`src/rtl/can_irq_pkg.sv`:
```
package can_irq_pkg;

    localparam int DATA_W    = 32;
    localparam int ADDR_W    = 6;
    localparam int MAX_OBJ   = 16;
    localparam int N_CHAN    = 3;   // wake, error, bus-off
    localparam int N_LINES   = 5;

    localparam int LN_WAKE = 0;
    localparam int LN_ERR  = 1;
    localparam int LN_BOFF = 2;
    localparam int LN_TX   = 3;
    localparam int LN_RX   = 4;

    typedef enum logic [ADDR_W-1:0] {
        A_CMASK      = 6'h00,
        A_CMASK_SET  = 6'h01,
        A_CMASK_CLR  = 6'h02,
        A_CSTAT      = 6'h03,
        A_CSTAT_CLR  = 6'h04,
        A_OMASK      = 6'h05,
        A_OMASK_SET  = 6'h06,
        A_OMASK_CLR  = 6'h07,
        A_TXSTAT     = 6'h08,
        A_TXSTAT_CLR = 6'h09,
        A_RXSTAT     = 6'h0A,
        A_RXSTAT_CLR = 6'h0B
    } reg_addr_e;

    localparam logic [1:0] OBJ_RD_PAGE  = 2'b01;  // 0x10..0x1F
    localparam logic [1:0] OBJ_CLR_PAGE = 2'b10;  // 0x20..0x2F

    typedef struct packed {
        logic rx;
        logic tx;
    } obj_flags_t;

    // Address lies in a per-object page and names an existing object.
    function automatic logic obj_hit(input logic [ADDR_W-1:0] a,
                                     input logic [1:0] page, input int n_obj);
        return (a[ADDR_W-1:4] == page) && (int'(a[3:0]) < n_obj);
    endfunction

endpackage

```
`src/rtl/cic_mask_reg.sv`:
```
module cic_mask_reg #(
    parameter int W = 5
) (
    input  logic         clk,
    input  logic         rst,
    input  logic [W-1:0] set_bits,
    input  logic [W-1:0] clr_bits,
    output logic [W-1:0] q
);

    always_ff @(posedge clk) begin
        if (rst) q <= '0;
        else     q <= (q | set_bits) & ~clr_bits;
    end


    mask_rise_chk: assert property (@(posedge clk) disable iff (rst)
        ((q & ~$past(q) & ~$past(set_bits)) == '0));


    mask_fall_chk: assert property (@(posedge clk) disable iff (rst)
        ((~q & $past(q) & ~$past(clr_bits)) == '0));

endmodule

```
`src/rtl/cic_sticky_reg.sv`:
```
module cic_sticky_reg #(
    parameter int W = 16
) (
    input  logic         clk,
    input  logic         rst,
    input  logic [W-1:0] ev,
    input  logic [W-1:0] clr_bits,
    output logic [W-1:0] q
);

    // An event always beats a clear of the same bit.
    always_ff @(posedge clk) begin
        if (rst) q <= '0;
        else     q <= (q & ~clr_bits) | ev;
    end


    event_wins_chk: assert property (@(posedge clk) disable iff (rst)
        (($past(ev) & ~q) == '0));


    no_spurious_set_chk: assert property (@(posedge clk) disable iff (rst)
        ((q & ~$past(q) & ~$past(ev)) == '0));


    hold_unless_clr_chk: assert property (@(posedge clk) disable iff (rst)
        (($past(q) & ~$past(clr_bits) & ~q) == '0));

endmodule

```
`src/rtl/cic_irq_lines.sv`:
```
module cic_irq_lines
    import can_irq_pkg::*;
#(
    parameter int NUM_OBJ = 16
) (
    input  logic               clk,
    input  logic               rst,
    input  logic [N_CHAN-1:0]  chan_stat,
    input  logic [N_LINES-1:0] chan_mask,
    input  logic [NUM_OBJ-1:0] tx_stat,
    input  logic [NUM_OBJ-1:0] rx_stat,
    input  logic [NUM_OBJ-1:0] obj_mask,
    output logic [N_LINES-1:0] irq_q
);

    logic [N_LINES-1:0] irq_d;

    genvar g;
    generate
        for (g = 0; g < N_CHAN; g++) begin : g_chan_line
            assign irq_d[g] = chan_stat[g] & chan_mask[g];
        end
    endgenerate

    assign irq_d[LN_TX] = chan_mask[LN_TX] & (|(tx_stat & obj_mask));
    assign irq_d[LN_RX] = chan_mask[LN_RX] & (|(rx_stat & obj_mask));

    always_ff @(posedge clk) begin
        if (rst) irq_q <= '0;
        else     irq_q <= irq_d;
    end


    tx_gate_chk: assert property (@(posedge clk) disable iff (rst)
        !$past(chan_mask[LN_TX]) |-> !irq_q[LN_TX]);


    rx_gate_chk: assert property (@(posedge clk) disable iff (rst)
        !$past(chan_mask[LN_RX]) |-> !irq_q[LN_RX]);


    tx_no_source_chk: assert property (@(posedge clk) disable iff (rst)
        ($past(tx_stat) == '0) |-> !irq_q[LN_TX]);

endmodule

```
`src/rtl/can_irq_ctrl.sv`:
```
module can_irq_ctrl
    import can_irq_pkg::*;
#(
    parameter int NUM_OBJ = 16
) (
    input  logic              clk,
    input  logic              rst,
    input  logic [5:0]        reg_addr,
    input  logic [31:0]       reg_wdata,
    input  logic              reg_we,
    output logic [31:0]       reg_rdata,
    input  logic              ev_wake,
    input  logic              ev_err,
    input  logic              ev_busoff,
    input  logic [15:0]       ev_tx_done,
    input  logic [15:0]       ev_rx_done,
    output logic              irq_wake,
    output logic              irq_err,
    output logic              irq_busoff,
    output logic              irq_tx,
    output logic              irq_rx
);

    localparam int OBJ_LAST = NUM_OBJ - 1;

    logic [N_LINES-1:0] cmask, cmask_set, cmask_clr;
    logic [N_CHAN-1:0]  cstat, cstat_ev, cstat_clr;
    logic [OBJ_LAST:0]  omask, omask_set, omask_clr;
    logic [OBJ_LAST:0]  tx_stat, tx_clr, rx_stat, rx_clr;
    logic [MAX_OBJ-1:0] tx_pad, rx_pad;
    logic [N_LINES-1:0] irq_vec;
    logic               wr_obj_clr, rd_obj;
    obj_flags_t         obj_rd;
    logic               unused_wdata;

    assign unused_wdata = ^reg_wdata[DATA_W-1:N_LINES];
    assign cstat_ev     = {ev_busoff, ev_err, ev_wake};
    assign wr_obj_clr   = reg_we && obj_hit(reg_addr, OBJ_CLR_PAGE, NUM_OBJ);
    assign rd_obj       = obj_hit(reg_addr, OBJ_RD_PAGE, NUM_OBJ);

    // Alias write decode
    always_comb begin
        cmask_set = '0;
        cmask_clr = '0;
        cstat_clr = '0;
        omask_set = '0;
        omask_clr = '0;
        tx_clr    = '0;
        rx_clr    = '0;
        if (reg_we) begin
            case (reg_addr)
                A_CMASK_SET:  cmask_set = reg_wdata[N_LINES-1:0];
                A_CMASK_CLR:  cmask_clr = reg_wdata[N_LINES-1:0];
                A_CSTAT_CLR:  cstat_clr = reg_wdata[N_CHAN-1:0];
                A_OMASK_SET:  omask_set = reg_wdata[OBJ_LAST:0];
                A_OMASK_CLR:  omask_clr = reg_wdata[OBJ_LAST:0];
                A_TXSTAT_CLR: tx_clr    = reg_wdata[OBJ_LAST:0];
                A_RXSTAT_CLR: rx_clr    = reg_wdata[OBJ_LAST:0];
                default: ;
            endcase
        end
        for (int i = 0; i < NUM_OBJ; i++) begin
            if (wr_obj_clr && (reg_addr[3:0] == 4'(i))) begin
                tx_clr[i] = reg_wdata[0];
                rx_clr[i] = reg_wdata[1];
            end
        end
    end

    cic_mask_reg #(.W(N_LINES)) u_cmask (
        .clk(clk), .rst(rst), .set_bits(cmask_set), .clr_bits(cmask_clr), .q(cmask));

    cic_mask_reg #(.W(NUM_OBJ)) u_omask (
        .clk(clk), .rst(rst), .set_bits(omask_set), .clr_bits(omask_clr), .q(omask));

    cic_sticky_reg #(.W(N_CHAN)) u_cstat (
        .clk(clk), .rst(rst), .ev(cstat_ev), .clr_bits(cstat_clr), .q(cstat));

    cic_sticky_reg #(.W(NUM_OBJ)) u_txstat (
        .clk(clk), .rst(rst), .ev(ev_tx_done[OBJ_LAST:0]), .clr_bits(tx_clr), .q(tx_stat));

    cic_sticky_reg #(.W(NUM_OBJ)) u_rxstat (
        .clk(clk), .rst(rst), .ev(ev_rx_done[OBJ_LAST:0]), .clr_bits(rx_clr), .q(rx_stat));

    cic_irq_lines #(.NUM_OBJ(NUM_OBJ)) u_lines (
        .clk(clk), .rst(rst), .chan_stat(cstat), .chan_mask(cmask),
        .tx_stat(tx_stat), .rx_stat(rx_stat), .obj_mask(omask), .irq_q(irq_vec));

    assign irq_wake   = irq_vec[LN_WAKE];
    assign irq_err    = irq_vec[LN_ERR];
    assign irq_busoff = irq_vec[LN_BOFF];
    assign irq_tx     = irq_vec[LN_TX];
    assign irq_rx     = irq_vec[LN_RX];

    // Read path
    assign tx_pad = MAX_OBJ'(tx_stat);
    assign rx_pad = MAX_OBJ'(rx_stat);
    always_comb begin
        obj_rd.tx = tx_pad[reg_addr[3:0]];
        obj_rd.rx = rx_pad[reg_addr[3:0]];
        case (reg_addr)
            A_CMASK:  reg_rdata = DATA_W'(cmask);
            A_CSTAT:  reg_rdata = DATA_W'(cstat);
            A_OMASK:  reg_rdata = DATA_W'(omask);
            A_TXSTAT: reg_rdata = DATA_W'(tx_stat);
            A_RXSTAT: reg_rdata = DATA_W'(rx_stat);
            default:  reg_rdata = rd_obj ? DATA_W'(obj_rd) : '0;
        endcase
    end


    obj_clr_chk: assert property (@(posedge clk) disable iff (rst)
        (wr_obj_clr && reg_wdata[0] && !ev_tx_done[reg_addr[3:0]])
        |=> !tx_pad[$past(reg_addr[3:0])]);


    ro_write_chk: assert property (@(posedge clk) disable iff (rst)
        (reg_we && reg_addr == A_CMASK) |=> $stable(cmask));

endmodule

```
`config.mk`:
```
export PLATFORM = sky130hd
export DESIGN_NAME = can_irq_ctrl
export DESIGN_NICKNAME = d
export VERILOG_FILES = /design/src/rtl/can_irq_pkg.sv /design/src/rtl/cic_mask_reg.sv /design/src/rtl/cic_sticky_reg.sv /design/src/rtl/cic_irq_lines.sv /design/src/rtl/can_irq_ctrl.sv
export SDC_FILE = /design/constraint.sdc
export NUM_CORES = 1
export LEC_CHECK = 0
export BUFFER_PORTS_ARGS = -buffer_cell sky130_fd_sc_hd__buf_2
export CAP_MARGIN = 25
export CORE_MARGIN = 4
export CORE_UTILIZATION = 56
export DETAILED_ROUTE_END_ITERATION = 16
export GPL_ROUTABILITY_DRIVEN = 0
export GPL_TIMING_DRIVEN = 0
export MAX_ROUTING_LAYER = met4
export PLACE_DENSITY_LB_ADDON = 0.12
export SKIP_LAST_GASP = 1
export SYNTH_ARGS = -nofsm -noshare
export SYNTH_HDL_FRONTEND = slang
export SYNTH_HIERARCHICAL = 1
export SYNTH_SLANG_ARGS = --single-unit
```
`constraint.sdc`:
```
create_clock -name clk -period 3.5 [get_ports clk]
set_input_delay 0.525 -clock clk [delete_from_list [all_inputs] [get_ports clk]]
set_output_delay 0.525 -clock clk [all_outputs]
set_load 0.01 [all_outputs]
```
==> impl_results.md, run 1 <==
- Ys Warns: 6
- Post-CTS Repair Setup Buffers: 0
- FF-to-FF setup slack: 2170 ps
- CP most frequent cell: buf_2
- Area Overhead vs Synth: 18.37%
- Fmax: 0.3768 GHz
- Post-route clock period utilization: 0.7583
- Layout cells sized above 1: 0.2959
- Cells along the critical path: buf_2 -> buf_2 -> nor4_1 -> and2_1 -> buf_2 -> a221oi_1 -> nand4b_1 -> buf_2
- Setup violations, final: 0
- Final WL: 12,280 microns
- Synthesized area per cell: 8.032 sq um
- RSZ-0062 raised after global routing: false
- TritonCTS clock tree: built
- Synthesized area: 3847 sq um
- First-pass GRT wire length: 18,880 microns
- Remaining global-route overflow: 0
- Final ANT Viol Nets: 0
- Min-Delay Path Class: in -> reg
- CP Class: in -> out
- Crit path from: reg_addr[0]
- Die W: 90.89 microns
- Critical-path top delay cell: nor4_1
- CTS buffer count: 9
- Worst path arrival time: 2130 ps
- Root Buffer: clkbuf_8
- Number of synthesized flops with an enable pin: 0
- Pwr dens: 341.6 nW/um^2
- H-tree Lvls: 3
- Drt wl/cell: 18.46 microns
- Worst Path Required: 2970 ps
- Final clock skew: 6.365 ps
- R2r endpoint: u_lines/irq_q[4]
- Synth Register Bits: 61
- Crit path to: reg_rdata[1]
- Final min period: 2654 ps
- Fin Setup TNS: 0 ps
- Max-capacitance violation count: 0
- Status: completed
- Pre-CTS WS: 885.7 ps
- Die H: 90.89 microns
- Max FO, Critical Path: 10
- R2R cell count: 4
- Slew Limit Fails: 0
- Clk buf depth: 2
- Diodes inserted: 0
- Detailed placer's ending HPWL: 9241 microns
- Drt first-iter violations: 504
- Global Route Usage Sum: 0.2972
- Initial antenna violation count: 0
- Sequential fraction of the synthesis area: 0.3174
- Worst R2R Start: u_rxstat/q[3]
- Cts-stage hold buffer count: 0
- Fin. Hold Viols: 0
- Post-cts repair resize count: 0
- Peak supply drop: 0.0002427 V
- Clock Pin Slew Worst Setup and Hold Paths: 60 ps
- Fin nets: 660
- Num rows: 29
- Die Footprint: 8261 sq um
- DR DRC count: 0
- CTS Sinks: 61
- Leakage power: 2.077 nW
- FFs w/ async S/R, synth: 0
- Ports: 113
- Mapped Cells: 479
- Synth unique cells: 45
- Final WS setup: 846.0 ps
- Ys flop type: dfxtp_1
- Core Footprint: 6495 sq um
- Average vias per placed instance: 6.144
- Worst-Margin Slew: 610.0 ps
- CP Capture Type: output pin
- DR vias: 4,086
- Startpoint types: input port
- Clock latency on the worst-skew pair: 340 ps
- Placed Cells: 650
- Non-Filler Instances: 665
- Initial Util: 0.5924
- PortBufs: 79
- Vias in the first global route: 3,731
- Max-Slew Margin vs Limit: 0.5921
- Largest net degree at the start of global routing: 17
- Highest cell delay on the worst timing path: 470 ps
- Initial DRT Pass Iterations: 5
layer usage:
| metal | up-vias | GRT usage | wire length, microns | part of all wire |
|---|---|---|---|---|
| li1 | 1847 | - | - | - |
| met1 | 1807 | 0.3668 | 4630 | 0.38 |
| met2 | 361 | 0.4466 | 5312 | 0.43 |
| met3 | 71 | 0.06417 | 1589 | 0.13 |
| met4 | 0 | 0.1759 | 742 | 0.060 |
| met5 | - | - | 0 | 0 |
stage by stage:
| stage | cell area [sq um] | utilization | hold WS (ps) | power [mW] |
|---|---|---|---|---|
| 6_report | 4554 | 0.7012 | 406.5 | 1.556 |
| 3_3_place_gp | 4395 | 0.6767 | 438.2 | 1.018 |
| 3_5_place_dp | 4395 | 0.6767 | 452.2 | 1.023 |
| 4_1_cts | 4554 | 0.7012 | 402.3 | 1.546 |
| 5_1_grt | 4554 | 0.7012 | 407.4 | 1.607 |
| 2_1_floorplan | 3904 | - | 418.1 | 0.9257 |
synthesized netlist by cell type, types with 2 or more instances:
cell type | instances | area [sq um]
nor2_1 | 72 | 270.3
dfxtp_1 | 61 | 1221
inv_1 | 45 | 168.9
nand2_1 | 43 | 161.4
nand2b_1 | 37 | 231.5
o22ai_1 | 30 | 187.7
a21oi_2 | 20 | 175.2
buf_4 | 17 | 127.6
a21oi_1 | 15 | 75.07
nor3_2 | 11 | 110.1
nor3_1 | 10 | 50.05
buf_2 | 9 | 45.04
a221oi_2 | 8 | 120.1
a22o_1 | 8 | 70.07
nand3_1 | 8 | 40.04
mux2i_1 | 7 | 70.07
a222oi_1 | 6 | 60.06
mux4_2 | 6 | 135.1
a22oi_1 | 5 | 37.54
and2_1 | 5 | 31.28
buf_6 | 5 | 56.30
clkbuf_1 | 5 | 18.77
nor2b_1 | 5 | 31.28
o21ai_0 | 5 | 25.02
nand4_1 | 4 | 25.02
a32oi_1 | 3 | 26.28
buf_12 | 3 | 60.06
o2111ai_1 | 3 | 26.28
and3_1 | 2 | 12.51
and3b_1 | 2 | 17.52
nand3b_1 | 2 | 15.01
o211ai_1 | 2 | 15.01
o32ai_1 | 2 | 17.52
or3_1 | 2 | 12.51
sequential cells by signal, indices dropped and copies added (netlist names):
name / flops
u_omask/q: 16
u_cmask/q: 5
u_cstat/q: 3
u_txstat/q: 16
u_rxstat/q: 16
u_lines/irq_q: 5
layout by cell type, fill, tap and decap left out, types with 15 or more instances in the layout:
cell type / Yosys / layout
dfxtp_1: 61 / 61
inv_1: 45 / 45
o22ai_1: 30 / 30
buf_4: 17 / 17
a21oi_1: 15 / 15
buf_2: 9 / 88
nand2b_1: 37 / 37
nor2_1: 72 / 72
a21oi_2: 20 / 20
conb_1: 1 / 16
nand2_1: 43 / 43
cell families after synthesis:
family	after synthesis	synth area share
compound gates	110	0.2237
buf+inv	85	0.1252
flops	61	0.3174
mux	13	0.05333
other cells	1	0.0009747
simple gates	209	0.2793
how the worst min path moves through the flow:
stage / depth (start not counted) / slack, ps / startpoint / end
after global routing: 3 / 410 / ev_tx_done[1] / u_txstat/q[1]
after floorplan: 2 / 420 / u_cmask/q[0] / u_lines/irq_q[0]
after global placement: 2 / 440 / u_cmask/q[2] / u_lines/irq_q[2]
after detailed placement: 2 / 450 / u_cmask/q[2] / u_lines/irq_q[2]
final: 3 / 410 / ev_tx_done[1] / u_txstat/q[1]
after CTS: 3 / 400 / ev_rx_done[14] / u_rxstat/q[14]
area by class of cell:
type                       instances  area [sq um]
timing repair buffer              79         395.4
fill                             593          1941
clock inverter                     2         10.01
multi-input combinational        348          2201
inverter                          45         168.9
clock buffer                      13         148.9
buffer                            40         312.8
tap                               77         96.34
sequential                        61          1221
worst max-delay path: cells and delay by family:
family,cells,cell delay (ps)
buffers and inverters,4,690
AND/OR/NAND/NOR,3,790
AO/OA/AOI/OAI,1,120
power breakdown:
group / total [mW] / switching [mW] / internal, mW
clock: 0.538 / 0.267 / 0.271
sequential: 0.774 / 0.0490 / 0.725
combinational: 0.244 / 0.136 / 0.108
Power figures use the tool's default switching activity.
==> run 2: changes to the inputs <==
- ABC_AREA: default -> 1
- CORE_UTILIZATION: 56 -> 54
- clock period: 3.5 -> 2.6 ns (I/O delays scaled with it)
==> run 2 against run 1 <==
Utilization down 3.8 points. Sequential cell count unchanged. Clock skew up 0.86 ps. Count of clock-buffer cells in the layout unchanged.
==> impl_results.md, run 2 <==
- CTS buffer count: 9 (unchanged)
- Root Buffer: clkbuf_8
- Startpoint types: input port
- Post-CTS Repair Setup Buffers: 0 (unchanged)
- Final clock skew: 7.223 ps (+0.8583 ps)
- Number of synthesized flops with an enable pin: 0 (unchanged)
- Initial DRT Pass Iterations: 6 (+1)
- DR DRC count: 0 (unchanged)
- Fin Setup TNS: 0 ps (unchanged)
- Largest net degree at the start of global routing: 12 (-5)
- Status: completed
- Critical-path top delay cell: o21ai_0
- Pwr dens: 467.5 nW/um^2 (+37%)
- Most common cell after layout, fill and taps aside: nand2_1
- Mapped Cells: 713 (+49%)
- FFs w/ async S/R, synth: 0 (unchanged)
- Num rows: 32 (+10%)
- Drt first-iter violations: 516 (+2.4%)
- Die H: 97.58 microns (+7.4%)
- Fin. Hold Viols: 0 (unchanged)
- Diodes inserted: 0 (unchanged)
- CP Capture Type: output pin
- Highest cell delay on the worst timing path: 250 ps (-220 ps)
- Dominant cells by area after synthesis: dfxtp_1 28%, nand2_1 24%, inv_1 9.2%
- Synthesized area: 4333 sq um (+13%)
- R2r endpoint: u_lines/irq_q[3]
- Cts-stage hold buffer count: 0 (unchanged)
- Synthesized area per cell: 6.077 sq um (-24%)
- Hold EP: u_rxstat/q[1]
- Setup violations, final: 0 (unchanged)
- Die W: 97.58 microns (+7.4%)
- Area of the multi-input gates: 2407 sq um (+9.4%)
- Remaining global-route overflow: 0 (unchanged)
- Synth unique cells: 31 (-31%)
- Average vias per placed instance: 5.128 (-17%)
- Top-count cell post-synth: nand2_1
- Seq. cell area: 1221 sq um (unchanged)
- Worst Path Required: 2210 ps (-760 ps)
- Initial antenna violation count: 0 (unchanged)
- Area Overhead vs Synth: 18.89%
- Clock latency on the worst-skew pair: 340 ps (about the same)
- Core Footprint: 7767 sq um (+20%)
- Final WL: 13,500 microns (+10%)
- Max FO, Critical Path: 10 (unchanged)
- TritonCTS clock tree: built
- Worst R2R Start: u_txstat/q[11]
- Ys Warns: 6 (unchanged)
- Sequential fraction of the synthesis area: 0.2818 (-0.03556)
- Die Footprint: 9521 sq um (+15%)
- Clock Pin Slew Worst Setup and Hold Paths: 70 ps (about the same)
- Ports: 113 (unchanged)
- Final min period: 2119 ps
- Cells along the critical path: buf_4 -> inv_2 -> buf_2 -> nand2_1 -> nand2_1 -> nand2_1 -> nand2_1 -> nand2_1 -> nand2_1 -> o21ai_0 -> nand2_1 -> buf_2
- Max-Slew Margin vs Limit: 0.5453 (-0.04684)
- R2R cell count: 6 (+2)
- Slew Limit Fails: 0 (unchanged)
- Final WS setup: 481.3 ps (-364.7 ps)
- Fmax: 0.4720 GHz
- Clk buf depth: 2 (unchanged)
- Worst path arrival time: 1730 ps (-400 ps)
- CP Class: in -> out
- CTS Sinks: 61 (unchanged)
- DR vias: 4,738 (+16%)
- Yosys top cell area share: 0.2818 (-0.03556)
- PortBufs: 78 (-1.3%)
- RSZ-0062 raised after global routing: false
- Final ANT Viol Nets: 0 (unchanged)
- Peak supply drop: 0.0002957 V (+22%)
- H-tree Lvls: 3 (unchanged)
- Initial Util: 0.5578 (-0.03454)
- Pre-CTS WS: 558.1 ps (-327.6 ps)
- Post-route clock period utilization: 0.8149
- HP Start: ev_rx_done[1]
- FF-to-FF setup slack: 1510 ps (-660 ps)
- Ys flop type: dfxtp_1
- Top flop regs: u_omask/q: 16 flops, u_rxstat/q: 16 flops, u_txstat/q: 16 flops
- Largest area contributor in the netlist: dfxtp_1
- Detailed placer's ending HPWL: 9909 microns (+7.2%)
- Hold path depth: 3 (unchanged)
- Most frequent cells after synthesis: 274 x nand2_1, 106 x inv_1, 100 x nor2_1
- Global Route Usage Sum: 0.2892 (-0.008042)
- Synth Register Bits: 61 (unchanged)
- Min-Delay Path Class: in -> reg
- Fin nets: 893 (+35%)
- Max-capacitance violation count: 0 (unchanged)
- Commonest non-fill, non-tap cells in the layout: 274 x nand2_1, 106 x inv_1, 100 x nor2_1
- Vias in the first global route: 4,508 (+21%)
- WHS: 281.3 ps (-125.2 ps)
- Layout cells sized above 1: 0.2384 (-0.05748)
- Worst-Margin Slew: 682.1 ps (+72.08 ps)
- Fillers: 733 (+24%)
- Post-cts repair resize count: 0 (unchanged)
- Leakage power: 2.587 nW (+25%)
- Drt wl/cell: 14.61 microns (-21%)
- CP most frequent cell: nand2_1
- First-pass GRT wire length: 21,710 microns (+15%)
run 2: changes by cell type after synthesis, moves of 8 or more:
cell / change
inv_2: +8
nor3_2: -10
nand2b_1: -37
o22ai_1: -12
nor2_2: +11
nand2_1: +231
inv_1: +61
o22ai_2: +11
a22o_1: -8
nor2_4: +8
nor2_1: +28
a221oi_2: -8
run 2: through the flow:
stage	area [sq um]	cells	utilization	power, mW
floorplan	4389	728	-	1.268
CTS	5151	924	0.6632	2.420
detailed placement	4907	908	0.6318	1.388
global placement	4907	908	0.6318	1.379
finish	5151	924	0.6632	2.408
global route	5151	924	0.6632	2.507
run 2: cell families (layout without fill, tap and decap cells):
logic type / Yosys count / in the layout / share of synthesized area
and+or+nand+nor: 417 / 417 / 0.3979
AOI/OAI and AO/OA: 81 / 81 / 0.1438
other: 1 / 16 / 0.0008655
buffers and inverters: 153 / 247 / 0.1756
DFF: 61 / 61 / 0.2818
run 2: worst max-delay path: cells and delay by family:
kind,cells,cell delay (ps)
simple gates,7,480
buf+inv,4,590
compound gates,1,250
run 2: final cells by class:
cell class / instances / area share
multi-input cells: 514 / 0.4673
flip-flops and latches: 61 / 0.2371
inverters: 116 / 0.08501
repair buffers: 78 / 0.07578
plain buffers: 37 / 0.06267
clock buffers: 13 / 0.03473
well taps: 102 / 0.02478
clock inverters: 3 / 0.01263
run 2: worst max path at each step:
stage | startpoint | end | cells past startpoint
2_1_floorplan | reg_addr[0] | reg_rdata[0] | 11
3_3_place_gp | reg_addr[0] | reg_rdata[1] | 12
3_5_place_dp | reg_addr[0] | reg_rdata[1] | 12
4_1_cts | reg_addr[0] | reg_rdata[1] | 12
5_1_grt | reg_addr[0] | reg_rdata[1] | 12
6_report | reg_addr[0] | reg_rdata[0] | 12
run 2: power breakdown:
group	leakage [nW]	switching [mW]	total [mW]	internal, mW
registers	0.503	0.0428	1.02	0.975
logic	1.96	0.224	0.361	0.137
clock network	0.126	0.385	1.03	0.644
total	2.59	0.652	2.41	1.76
run 2: routing by layer:
| layer | vias to the layer above | wire length, microns | share of wire | global-route usage |
|---|---|---|---|---|
| li1 | 2329 | - | - | - |
| met1 | 2064 | 5618 | 0.42 | 0.3655 |
| met3 | 58 | 1366 | 0.10 | 0.06030 |
| met5 | - | 0 | 0 | - |
| met2 | 287 | 5962 | 0.44 | 0.4533 |
| met4 | 0 | 554 | 0.041 | 0.1118 |
==> run 3: changes to the inputs <==
- CORE_UTILIZATION: 54 -> 49
- clock period: 2.6 -> 1.85 ns (I/O delays scaled with it)
==> run 3 against run 2 <==
Clock power grew 16%. Global-route usage down 1.8 points. Utilization down 6.4 points. Via count shrank 0.82%. Design area grew 0.87%. Die area increased by 9.4%. Register-to-register slack worse by 730 ps. Critical path depth decreased by 3. Sequential share of layout area decreased by 0.18 points. Critical endpoint is now reg_rdata[15]. Largest power group is now sequential cells.
==> impl_results.md, run 3 (synthesized netlist as in run 2, its figures left out) <==
- Worst Path Required: 1570 ps (-640 ps)
- Pre-CTS WS: -9.512 ps (-567.6 ps)
- Commonest non-fill, non-tap cells in the layout: 274 x nand2_1, 106 x inv_1, 100 x nor2_1
- CP Class: in -> out
- Utilization after layout: 0.5988 (-0.06442)
- Ports: 113 (unchanged)
- CTS Sinks: 61 (unchanged)
- Clock latency on the worst-skew pair: 350 ps (about the same)
- Core Footprint: 8678 sq um (+12%)
- Fillers: 857 (+17%)
- Initial antenna violation count: 0 (unchanged)
- Root Buffer: clkbuf_8
- Top flop regs: u_omask/q: 16 flops, u_rxstat/q: 16 flops, u_txstat/q: 16 flops
- PortBufs: 78 (unchanged)
- Max-Slew Margin vs Limit: 0.4949 (-0.05038)
- Final clock skew: 6.734 ps (-0.4888 ps)
- Area of the multi-input gates: 2412 sq um (+0.21%)
- Remaining global-route overflow: 0 (unchanged)
- Worst-Margin Slew: 757.7 ps (+75.57 ps)
- DR DRC count: 0 (unchanged)
- Max FO, Critical Path: 10 (unchanged)
- Die Footprint: 10,410 sq um (+9.4%)
- Fin. Hold Viols: 0 (unchanged)
- Pwr dens: 603.7 nW/um^2 (+29%)
- Final WL: 13,430 microns (-0.56%)
- Max-capacitance violation count: 0 (unchanged)
- Drt first-iter violations: 445 (-14%)
- Slew Limit Fails: 0 (unchanged)
- Final min period: 1761 ps
- RSZ-0062 raised after global routing: true
- Initial Util: 0.4993 (-0.05855)
- Final WS setup: 88.72 ps (-392.5 ps)
- Num rows: 34 (+6.3%)
- Peak supply drop: 0.0003219 V (+8.9%)
- CTS buffer count: 9 (unchanged)
- DR vias: 4,699 (-0.82%)
- CP Capture Type: output pin
- First-pass GRT wire length: 21,090 microns (-2.8%)
- Cts-stage hold buffer count: 0 (unchanged)
- Most common cell after layout, fill and taps aside: nand2_1
- Fmax: 0.5678 GHz
- Layout cells sized above 1: 0.2476 (+0.009153)
- H-tree Lvls: 3 (unchanged)
- TritonCTS clock tree: built
- Fin nets: 903 (+1.1%)
- Worst path arrival time: 1480 ps (-250 ps)
- Vias in the first global route: 4,209 (-6.6%)
- Detailed placer's ending HPWL: 10,090 microns (+1.8%)
- Area Overhead vs Synth: 19.92%
- Seq. cell area: 1222 sq um (+0.10%)
- Largest net degree at the start of global routing: 12 (unchanged)
- Post-route clock period utilization: 0.9520
- Clock Pin Slew Worst Setup and Hold Paths: 80 ps (about the same)
- Diodes inserted: 0 (unchanged)
- Drt wl/cell: 14.28 microns (-2.2%)
- Average vias per placed instance: 4.999 (-2.5%)
- Leakage power: 2.610 nW (+0.87%)
- Startpoint types: input port
- Min-Delay Path Class: in -> reg
- Setup violations, final: 0 (unchanged)
- Status: completed
- Global Route Usage Sum: 0.2714 (-0.01782)
- Initial DRT Pass Iterations: 5 (-1)
- Die H: 102.0 microns (+4.6%)
- Clk buf depth: 2 (unchanged)
- Final ANT Viol Nets: 0 (unchanged)
- Die W: 102.0 microns (+4.6%)
-- run 3: cell count changes in the layout (fill, tap and decap cells not counted), sizes merged --
cell,before,now
buf,114,122
bufinv,2,1
clkbuf,14,13
clkinv,3,5
clkinvlp,0,2
-- run 3: routing by layer --
layer	vias up	global-route usage	wire (microns)	share of wire
li1	2361	-	-	-
met1	2067	0.3594	5804	0.43
met2	246	0.4173	5927	0.44
met3	25	0.06075	1466	0.11
met4	0	0.07467	228	0.017
met5	-	-	0	0
-- run 3: worst max-delay path, stage by stage --
cell      delay, ps
clkbuf_4        180
inv_2            60
nor2_4          160
nand2_4          80
nor2_4          250
buf_8           180
nand2_1          50
nand3_1         100
buf_2           140
-- run 3: final timing paths --
path,from,endpoint,slack [ps],depth (start not counted)
worst max-delay path,reg_addr[2],reg_rdata[15],90,9
worst min-delay path,ev_tx_done[13],u_txstat/q[13],150,3
worst max register to register,u_txstat/q[5],u_lines/irq_q[3],780,6
worst min register to register,u_cmask/q[0],u_lines/irq_q[0],450,2
-- run 3: power by group --
| group | internal [mW] | switching, mW |
|---|---|---|
| Combinational | 0.202 | 0.315 |
| Clock | 0.619 | 0.570 |
| Sequential | 1.37 | 0.0603 |
| Total | 2.19 | 0.945 |
-- run 3: layout make-up --
class / count / share of cell area
flip-flops and latches: 61 / 0.2353
inverters: 116 / 0.08428
clock inverters: 6 / 0.01228
plain buffers: 37 / 0.06333
well taps: 108 / 0.02601
clock buffers: 10 / 0.02456
multi-input cells: 514 / 0.4642
repair buffers: 88 / 0.09006
-- run 3: repair_timing --
item | in CTS | in global routing
buffers inserted | 0 | 10
gates resized for setup | 0 | 7
endpoints found under the setup margin | 0 | 15
-- run 3: through the flow --
step           setup TNS [ps]  cells  total power [mW]  hold WS, ps  cell area, sq um
2_1_floorplan               0    728             1.781        346.6              4389
5_1_grt                -4.350    940             3.282        142.9              5196
6_report                    0    940             3.137        146.8              5196
3_3_place_gp          -0.9286    914             1.947        440.1              4915
4_1_cts                     0    930             3.135        146.1              5106
3_5_place_dp           -9.512    914             1.957        440.9              4915
